--- config.mk ---
export PLATFORM = sky130hd
export DESIGN_NAME = ubr_framer
export DESIGN_NICKNAME = d
export VERILOG_FILES = /design/src/rtl/ubr_pkg.sv /design/src/rtl/ubr_tx_seq.sv /design/src/rtl/ubr_rx_sync.sv /design/src/rtl/ubr_framer.sv
export SDC_FILE = /design/constraint.sdc
export NUM_CORES = 1
export LEC_CHECK = 0
export CAP_MARGIN = 20
export CORE_MARGIN = 5
export CORE_UTILIZATION = 45
export DETAILED_ROUTE_END_ITERATION = 8
export DONT_BUFFER_PORTS = 1
export PLACE_DENSITY_LB_ADDON = 0.15
export SYNTH_ARGS = -nofsm -noshare
export SYNTH_HDL_FRONTEND = slang
export SYNTH_SLANG_ARGS = --single-unit
export TNS_END_PERCENT = 100
--- constraint.sdc ---
create_clock -name clk -period 4.36 [get_ports clk]
set_input_delay 0 -clock clk [delete_from_list [all_inputs] [get_ports clk]]
set_output_delay 0 -clock clk [all_outputs]
set_load 0.02 [all_outputs]
--- src/rtl/ubr_pkg.sv ---
package ubr_pkg;
  typedef logic [1:0] quat_t;

  localparam int SYNC_LEN = 9;
  // sign bits of the framing word, first symbol at the MSB
  localparam logic [SYNC_LEN-1:0] SW_SIGNS = 9'b110001011;

  typedef enum logic [1:0] {RX_HUNT, RX_CHECK, RX_LOCK} rx_state_e;

  // framing symbols are always magnitude 3, so only the sign varies
  function automatic quat_t sync_quat(input logic [3:0] idx, input logic inv);
    logic s;
    s = SW_SIGNS[4'(SYNC_LEN-1) - idx] ^ inv;
    return {s, 1'b0};
  endfunction

  function automatic logic [2*SYNC_LEN-1:0] sync_window(input logic inv);
    logic [2*SYNC_LEN-1:0] w;
    w = '0;
    for (int i = 0; i < SYNC_LEN; i++)
      w[2*(SYNC_LEN-1-i) +: 2] = sync_quat(4'(i), inv);
    return w;
  endfunction
endpackage

--- src/rtl/ubr_tx_seq.sv ---
module ubr_tx_seq
  import ubr_pkg::*;
#(
  parameter int PAYLOAD_SYMS  = 108,
  parameter int MAINT_SYMS    = 3,
  parameter int FRAMES_PER_SF = 8
) (
  input  logic  clk,
  input  logic  rst_n,
  input  logic  sym_tick,
  input  logic  align,
  input  quat_t pl_sym,
  input  quat_t maint_sym,
  output logic  pl_req,
  output quat_t tx_sym,
  output logic  tx_fs,
  output logic  tx_sf
);
  localparam int FRAME_SYMS = SYNC_LEN + PAYLOAD_SYMS + MAINT_SYMS;
  localparam int POS_W = $clog2(FRAME_SYMS);
  localparam int FRM_W = $clog2(FRAMES_PER_SF);
  localparam logic [POS_W-1:0] POS_LAST = POS_W'(FRAME_SYMS - 1);
  localparam logic [POS_W-1:0] PL_FIRST = POS_W'(SYNC_LEN);
  localparam logic [POS_W-1:0] MT_FIRST = POS_W'(SYNC_LEN + PAYLOAD_SYMS);
  localparam logic [FRM_W-1:0] FRM_LAST = FRM_W'(FRAMES_PER_SF - 1);

  logic [POS_W-1:0] pos_q, pos_nx, eff_pos;
  logic [FRM_W-1:0] frm_q, frm_nx, eff_frm;
  quat_t            sym_q, sym_nx, sel;
  logic             fs_q, fs_nx, sf_q, sf_nx;
  logic             in_sync, in_pl;

  always_comb begin
    eff_pos = align ? '0 : pos_q;
    eff_frm = align ? '0 : frm_q;
    in_sync = eff_pos < PL_FIRST;
    in_pl   = !in_sync && (eff_pos < MT_FIRST);
    if (in_sync)    sel = sync_quat(4'(eff_pos), eff_frm == '0);
    else if (in_pl) sel = pl_sym;
    else            sel = maint_sym;

    pos_nx = pos_q;
    frm_nx = frm_q;
    sym_nx = sym_q;
    fs_nx  = fs_q;
    sf_nx  = sf_q;
    if (sym_tick) begin
      sym_nx = sel;
      fs_nx  = (eff_pos == '0);
      sf_nx  = (eff_pos == '0) && (eff_frm == '0);
      if (eff_pos == POS_LAST) begin
        pos_nx = '0;
        frm_nx = (eff_frm == FRM_LAST) ? '0 : eff_frm + 1'b1;
      end else begin
        pos_nx = eff_pos + 1'b1;
        frm_nx = eff_frm;
      end
    end
  end

  assign pl_req = sym_tick && in_pl;

  always_ff @(posedge clk or negedge rst_n) begin
    if (!rst_n) begin
      pos_q <= '0;
      frm_q <= '0;
      sym_q <= '0;
      fs_q  <= 1'b0;
      sf_q  <= 1'b0;
    end else begin
      pos_q <= pos_nx;
      frm_q <= frm_nx;
      sym_q <= sym_nx;
      fs_q  <= fs_nx;
      sf_q  <= sf_nx;
    end
  end

  assign tx_sym = sym_q;
  assign tx_fs  = fs_q;
  assign tx_sf  = sf_q;

  a_r3_sf_in_fs: assert property (@(posedge clk) disable iff (!rst_n)
    tx_sf |-> tx_fs);
  a_r3_isw_lead: assert property (@(posedge clk) disable iff (!rst_n)
    tx_sf |-> tx_sym == 2'b00);
  a_r2_sw_lead: assert property (@(posedge clk) disable iff (!rst_n)
    (tx_fs && !tx_sf) |-> tx_sym == 2'b10);
  a_r4_req_on_tick: assert property (@(posedge clk) disable iff (!rst_n)
    pl_req |-> sym_tick);
  a_r1_marker_hold: assert property (@(posedge clk) disable iff (!rst_n)
    !sym_tick |=> $stable(tx_fs));
endmodule

--- src/rtl/ubr_rx_sync.sv ---
module ubr_rx_sync
  import ubr_pkg::*;
#(
  parameter int PAYLOAD_SYMS  = 108,
  parameter int MAINT_SYMS    = 3,
  parameter int FRAMES_PER_SF = 8,
  parameter int LOCK_HITS     = 2,
  parameter int LOSS_MISSES   = 3,
  parameter int LAG_POS       = 60
) (
  input  logic  clk,
  input  logic  rst_n,
  input  logic  sym_tick,
  input  quat_t rx_sym,
  output logic  locked,
  output logic  sf_locked,
  output logic  pl_valid,
  output logic  lag_hit
);
  localparam int FRAME_SYMS = SYNC_LEN + PAYLOAD_SYMS + MAINT_SYMS;
  localparam int POS_W  = $clog2(FRAME_SYMS);
  localparam int FRM_W  = $clog2(FRAMES_PER_SF);
  localparam int HIST_W = 2 * (SYNC_LEN - 1);
  localparam int HW     = $clog2(LOCK_HITS + 1);
  localparam int MW     = $clog2(LOSS_MISSES + 1);
  localparam logic [POS_W-1:0] POS_LAST = POS_W'(FRAME_SYMS - 1);
  localparam logic [POS_W-1:0] POS_CHK  = POS_W'(SYNC_LEN - 1);
  localparam logic [POS_W-1:0] PL_FIRST = POS_W'(SYNC_LEN);
  localparam logic [POS_W-1:0] MT_FIRST = POS_W'(SYNC_LEN + PAYLOAD_SYMS);
  localparam logic [POS_W-1:0] POS_LAG  = POS_W'(LAG_POS);
  localparam logic [FRM_W-1:0] FRM_LAST = FRM_W'(FRAMES_PER_SF - 1);
  localparam logic [2*SYNC_LEN-1:0] WIN_SW  = sync_window(1'b0);
  localparam logic [2*SYNC_LEN-1:0] WIN_ISW = sync_window(1'b1);

  rx_state_e        state_q, state_nx;
  logic [HIST_W-1:0] hist_q, hist_nx;
  logic [POS_W-1:0] pos_q, pos_nx;
  logic [FRM_W-1:0] frm_q, frm_nx;
  logic [HW-1:0]    hits_q, hits_nx;
  logic [MW-1:0]    miss_q, miss_nx;
  logic             sfl_q, sfl_nx;
  logic [2*SYNC_LEN-1:0] window;
  logic             m_sw, m_isw, hit, at_check;

  always_comb begin
    window   = {hist_q, rx_sym};
    m_sw     = (window == WIN_SW);
    m_isw    = (window == WIN_ISW);
    hit      = m_sw || m_isw;
    at_check = (pos_q == POS_CHK);

    state_nx = state_q;
    hist_nx  = hist_q;
    pos_nx   = pos_q;
    frm_nx   = frm_q;
    hits_nx  = hits_q;
    miss_nx  = miss_q;
    sfl_nx   = sfl_q;
    if (sym_tick) begin
      hist_nx = window[HIST_W-1:0];
      if (pos_q == POS_LAST) begin
        pos_nx = '0;
        frm_nx = (frm_q == FRM_LAST) ? '0 : frm_q + 1'b1;
      end else begin
        pos_nx = pos_q + 1'b1;
      end
      unique case (state_q)
        RX_HUNT: if (hit) begin
          pos_nx   = PL_FIRST;
          hits_nx  = HW'(1);
          state_nx = RX_CHECK;
          if (m_isw) frm_nx = '0;
        end
        RX_CHECK: if (at_check) begin
          if (hit) begin
            hits_nx = hits_q + 1'b1;
            if (m_isw) frm_nx = '0;
            if (hits_q + 1'b1 == HW'(LOCK_HITS)) begin
              state_nx = RX_LOCK;
              miss_nx  = '0;
              sfl_nx   = m_isw;
            end
          end else begin
            state_nx = RX_HUNT;
          end
        end
        default: if (at_check) begin
          if (hit) begin
            miss_nx = '0;
            if (m_isw) begin
              frm_nx = '0;
              sfl_nx = 1'b1;
            end
          end else if (miss_q + 1'b1 == MW'(LOSS_MISSES)) begin
            state_nx = RX_HUNT;
            miss_nx  = '0;
            sfl_nx   = 1'b0;
          end else begin
            miss_nx = miss_q + 1'b1;
          end
        end
      endcase
    end
  end

  always_ff @(posedge clk or negedge rst_n) begin
    if (!rst_n) begin
      state_q <= RX_HUNT;
      hist_q  <= '0;
      pos_q   <= '0;
      frm_q   <= '0;
      hits_q  <= '0;
      miss_q  <= '0;
      sfl_q   <= 1'b0;
    end else begin
      state_q <= state_nx;
      hist_q  <= hist_nx;
      pos_q   <= pos_nx;
      frm_q   <= frm_nx;
      hits_q  <= hits_nx;
      miss_q  <= miss_nx;
      sfl_q   <= sfl_nx;
    end
  end

  assign locked    = (state_q == RX_LOCK);
  assign sf_locked = sfl_q;
  assign pl_valid  = sym_tick && sfl_q && (pos_q >= PL_FIRST) && (pos_q < MT_FIRST);
  assign lag_hit   = sym_tick && sfl_q && (pos_q == POS_LAG) && (frm_q == '0);

  a_r6_lock_via_check: assert property (@(posedge clk) disable iff (!rst_n)
    $rose(locked) |-> $past(state_q) == RX_CHECK);
  a_r7_loss_after_misses: assert property (@(posedge clk) disable iff (!rst_n)
    $fell(locked) |-> $past(miss_q) == MW'(LOSS_MISSES - 1));
  a_r8_sf_needs_lock: assert property (@(posedge clk) disable iff (!rst_n)
    sf_locked |-> locked);
  a_r8_pl_needs_sf: assert property (@(posedge clk) disable iff (!rst_n)
    pl_valid |-> sf_locked);
endmodule

--- src/rtl/ubr_framer.sv ---
module ubr_framer
  import ubr_pkg::*;
#(
  parameter int PAYLOAD_SYMS  = 108,
  parameter int MAINT_SYMS    = 3,
  parameter int FRAMES_PER_SF = 8,
  parameter int LOCK_HITS     = 2,
  parameter int LOSS_MISSES   = 3,
  parameter int NT_LAG        = 60
) (
  input  logic       clk,
  input  logic       rst_n,
  input  logic       sym_tick,
  input  logic       nt_mode,
  input  logic [1:0] pl_sym,
  input  logic [1:0] maint_sym,
  output logic       pl_req,
  output logic [1:0] tx_sym,
  output logic       tx_frame,
  output logic       tx_superframe,
  input  logic [1:0] rx_sym,
  output logic       rx_locked,
  output logic       rx_sf_locked,
  output logic       rx_pl_valid
);
  logic lag_hit, align;

  assign align = nt_mode && lag_hit;

  ubr_tx_seq #(
    .PAYLOAD_SYMS(PAYLOAD_SYMS), .MAINT_SYMS(MAINT_SYMS), .FRAMES_PER_SF(FRAMES_PER_SF)
  ) u_tx (
    .clk(clk), .rst_n(rst_n), .sym_tick(sym_tick), .align(align),
    .pl_sym(pl_sym), .maint_sym(maint_sym), .pl_req(pl_req),
    .tx_sym(tx_sym), .tx_fs(tx_frame), .tx_sf(tx_superframe)
  );

  ubr_rx_sync #(
    .PAYLOAD_SYMS(PAYLOAD_SYMS), .MAINT_SYMS(MAINT_SYMS), .FRAMES_PER_SF(FRAMES_PER_SF),
    .LOCK_HITS(LOCK_HITS), .LOSS_MISSES(LOSS_MISSES), .LAG_POS(NT_LAG)
  ) u_rx (
    .clk(clk), .rst_n(rst_n), .sym_tick(sym_tick), .rx_sym(rx_sym),
    .locked(rx_locked), .sf_locked(rx_sf_locked), .pl_valid(rx_pl_valid),
    .lag_hit(lag_hit)
  );

  a_r9_align_in_sf: assert property (@(posedge clk) disable iff (!rst_n)
    align |=> tx_superframe);
endmodule

==> out/results.ini <==
[logic_synthesis]
ys_ff_latch = 47
synth_nets = 294
ys_warn_count = 0
synth_cell_type_count = 56
postSynth.asyncResetShare = 1.000
synth.yosys.seq_area_share = 0.4388
synth_edf_count = 0
synth_area_leader_cell = dfrtp_1
synthFlopType = dfrtp_1
synth_top_cell_area_share = 0.4388
syn_inst = 273
yosys-top-cells-area = dfrtp_1 44%, mux2_2 7.6%, ha_1 5.1%
syn_area_per_cell_um2 = 9.817
syn_area_mm2 = 0.002680

[final_layout]
drive_above_1_share = 0.1286
final_cell_mix = 47 x dfrtp_1, 24 x nand2_1, 20 x inv_1
final_common_cell = dfrtp_1
ff_latch_area_mm2 = 0.001176
multi_input_area_mm2 = 0.001386
nNetsFinal = 300
nFillCells = 539
synthToLayoutAreaGrowth_pct = 9.384
diodes = 0
final_util = 0.5011

[placed_design]
gp_congestion = 0.8115
port_buffers = 0
dp_hpwl_mm = 3.558

[timing]
rsz0062_at_grt = false
maxSlewHeadroom = 0.5534
setup_viol_count_final = 0
max_freq_ghz = 0.3248
fin_crit_sh = 0.7062
fin_tns_setup_ns = 0
slew_violations = 0
hold_viol = 0
worstMarginPinSlew_ns = 0.6684
fin_worst_skew_ns = 0.006223
holdWs_ns = 0.02059
fin_crit_ns = 3.079

[grt]
grt_use_total = 0.1530
grt_pass1_vias = 1975
grt_max_degree = 48
antenna_found_initial = 0
gr-total-overflow = 0
grt_pass1_wl_mm = 9.397

[power]
total_leakage_power_nw = 1.304
power_density_mw_per_mm2 = 474.1
peakVddDrop_v = 0.0002696

[die]
io_pins = 18
die_h_um = 87.18
initial_utilization = 0.4581
die_x_um = 87.18
core_mm2 = 0.005851
rows = 28
die_area_mm2 = 0.007599

[clocking]
root_buffer = clkbuf_8
clockBufferDepth = 2
cts.clk_slew.worst_paths_ns = 0.09
cts.repair.resized = 0
htreeDepth = 2
cts_buffers = 5
post_cts_buffers = 0
clock_latency_ns = 0.29
clkSinkCount = 47
cts_tree = done

[worst_setup_path]
worstPathArrival_ns = 3.30
crit_required_ns = 4.58
worstSetupPathType = register to register
path_depth = 13
path_buf_inv = 2
cp_cell_sequence = inv_1, ha_1, nand3b_1, nor3_1, nand3_1, nand2_1, inv_1, ha_1, and4_1, and3_1, nor3_2, a41oi_1, a31oi_1
r2r_setup_slack_ns = 1.28
reg2reg_depth = 13
endpoint_kind = register
cp_slowest_cell = dfrtp_1
cp_slowest_stage_delay_ns = 0.46
critPathLaunchType = register
crit_family = simple AND/OR/NAND/NOR gates
crit_fanout = 7

[flow_run]
drv_cap = 0

[outcome]
status = finished, final reports clean

[drt]
vias = 2001
dr.first_iter.drc_count = 136
detail_route.first_pass.iterations = 4
wl_mm = 5.361
vias_per_cell = 5.637
wl_per_cell_um = 15.10
drcViolationCount = 0
antenna_left = 0

[worst_hold_path]
hp-class = primary input to register
whs_path_depth = 3

-- per-stage QoR --
stage	worst slack (ns)	std cells	area [µm²]	power (mW)
3_5_place_dp	1.394	339	2735	1.100
3_3_place_gp	1.524	339	2735	1.099
6_report	1.281	355	2932	1.390
5_1_grt	0.9923	355	2932	1.505
2_1_floorplan	1.746	273	2680	1.011
4_1_cts	1.345	355	2932	1.400
-- power by group --
part | switching (mW) | internal, mW
registers | 0.163 | 0.546
clock network | 0.153 | 0.115
logic | 0.217 | 0.196
total | 0.533 | 0.857
-- Yosys cell counts (all sizes together) (3+ instances only) --
master and instances:
nor2b 3, buf 3, ha 11, a21oi 10, mux2i 3, and3 8, clkbuf 6, nand3 11
a31oi 6, nor2 14, nand2 24, o21ai 15, nor4 8, nand2b 6, nor3 10, a221oi 3
inv 21, a21o 4, nand4 4, xor2 3, dfrtp 47, mux2 19
-- cell families after synthesis --
family,count (synthesis),synth area share
adders and majority gates,11,0.05135
and+or+nand+nor,103,0.2222
buffers and inverters,30,0.04388
xor gates and xnor gates,3,0.009806
DFF,47,0.4388
muxes,22,0.09103
AOI/OAI and AO/OA,57,0.1429
-- flip-flops by register name, summed over array words and instances (netlist names) --
register / flops
u_rx.hist_q: 16
u_tx.tx_sym: 2
u_tx.frm_q: 3
u_rx.pos_q: 7
u_rx.frm_q: 3
u_tx.tx_fs: 1
u_tx.tx_sf: 1
u_rx.miss_q: 2
u_tx.pos_q: 7
u_rx.hits_q: 2
u_rx.sf_locked: 1
u_rx.state_q: 2
-- tightest hold or removal path, delay by kind of cell --
kind            cells  cell delay, ns
simple gates        1            0.14
compound gates      2            0.14
-- area by class of cell --
| cell class | instances | share of cell area |
|---|---|---|
| multi-input cells | 196 | 0.4729 |
| flip-flops and latches | 47 | 0.4012 |
| repair buffers | 8 | 0.03671 |
| well taps | 75 | 0.03201 |
| inverters | 21 | 0.02689 |
| clock buffers | 6 | 0.02475 |
| clock inverters | 2 | 0.005548 |
-- per-layer routing --
layer	track usage	share of wire	up-vias	wire length (µm)
met1	0.2151	0.51	957	2754
met5	0	0	-	0
li1	-	-	1005	-
met4	0.04184	0.0054	0	29
met2	0.2388	0.45	37	2386
met3	0.03311	0.035	2	190
-- final timing paths --
check / from / end
min in group asynchronous: rst_n / u_rx.hist_q[12]
worst max-delay path: u_rx.pos_q[0] / u_tx.pos_q[4]
max in group asynchronous: rst_n / u_tx.frm_q[0]
worst max register to register: u_rx.pos_q[0] / u_tx.pos_q[4]
worst min-delay path: sym_tick / u_rx.pos_q[2]
worst min register to register: u_rx.hist_q[14] / u_rx.hist_q[14]
-- repair_timing --
| item | in CTS | in global routing |
|---|---|---|
| hold endpoints to repair | 86 | 0 |
| hold buffers | 8 | 0 |
| endpoints found under the setup margin | 0 | 0 |
Power figures use the tool's default switching activity.
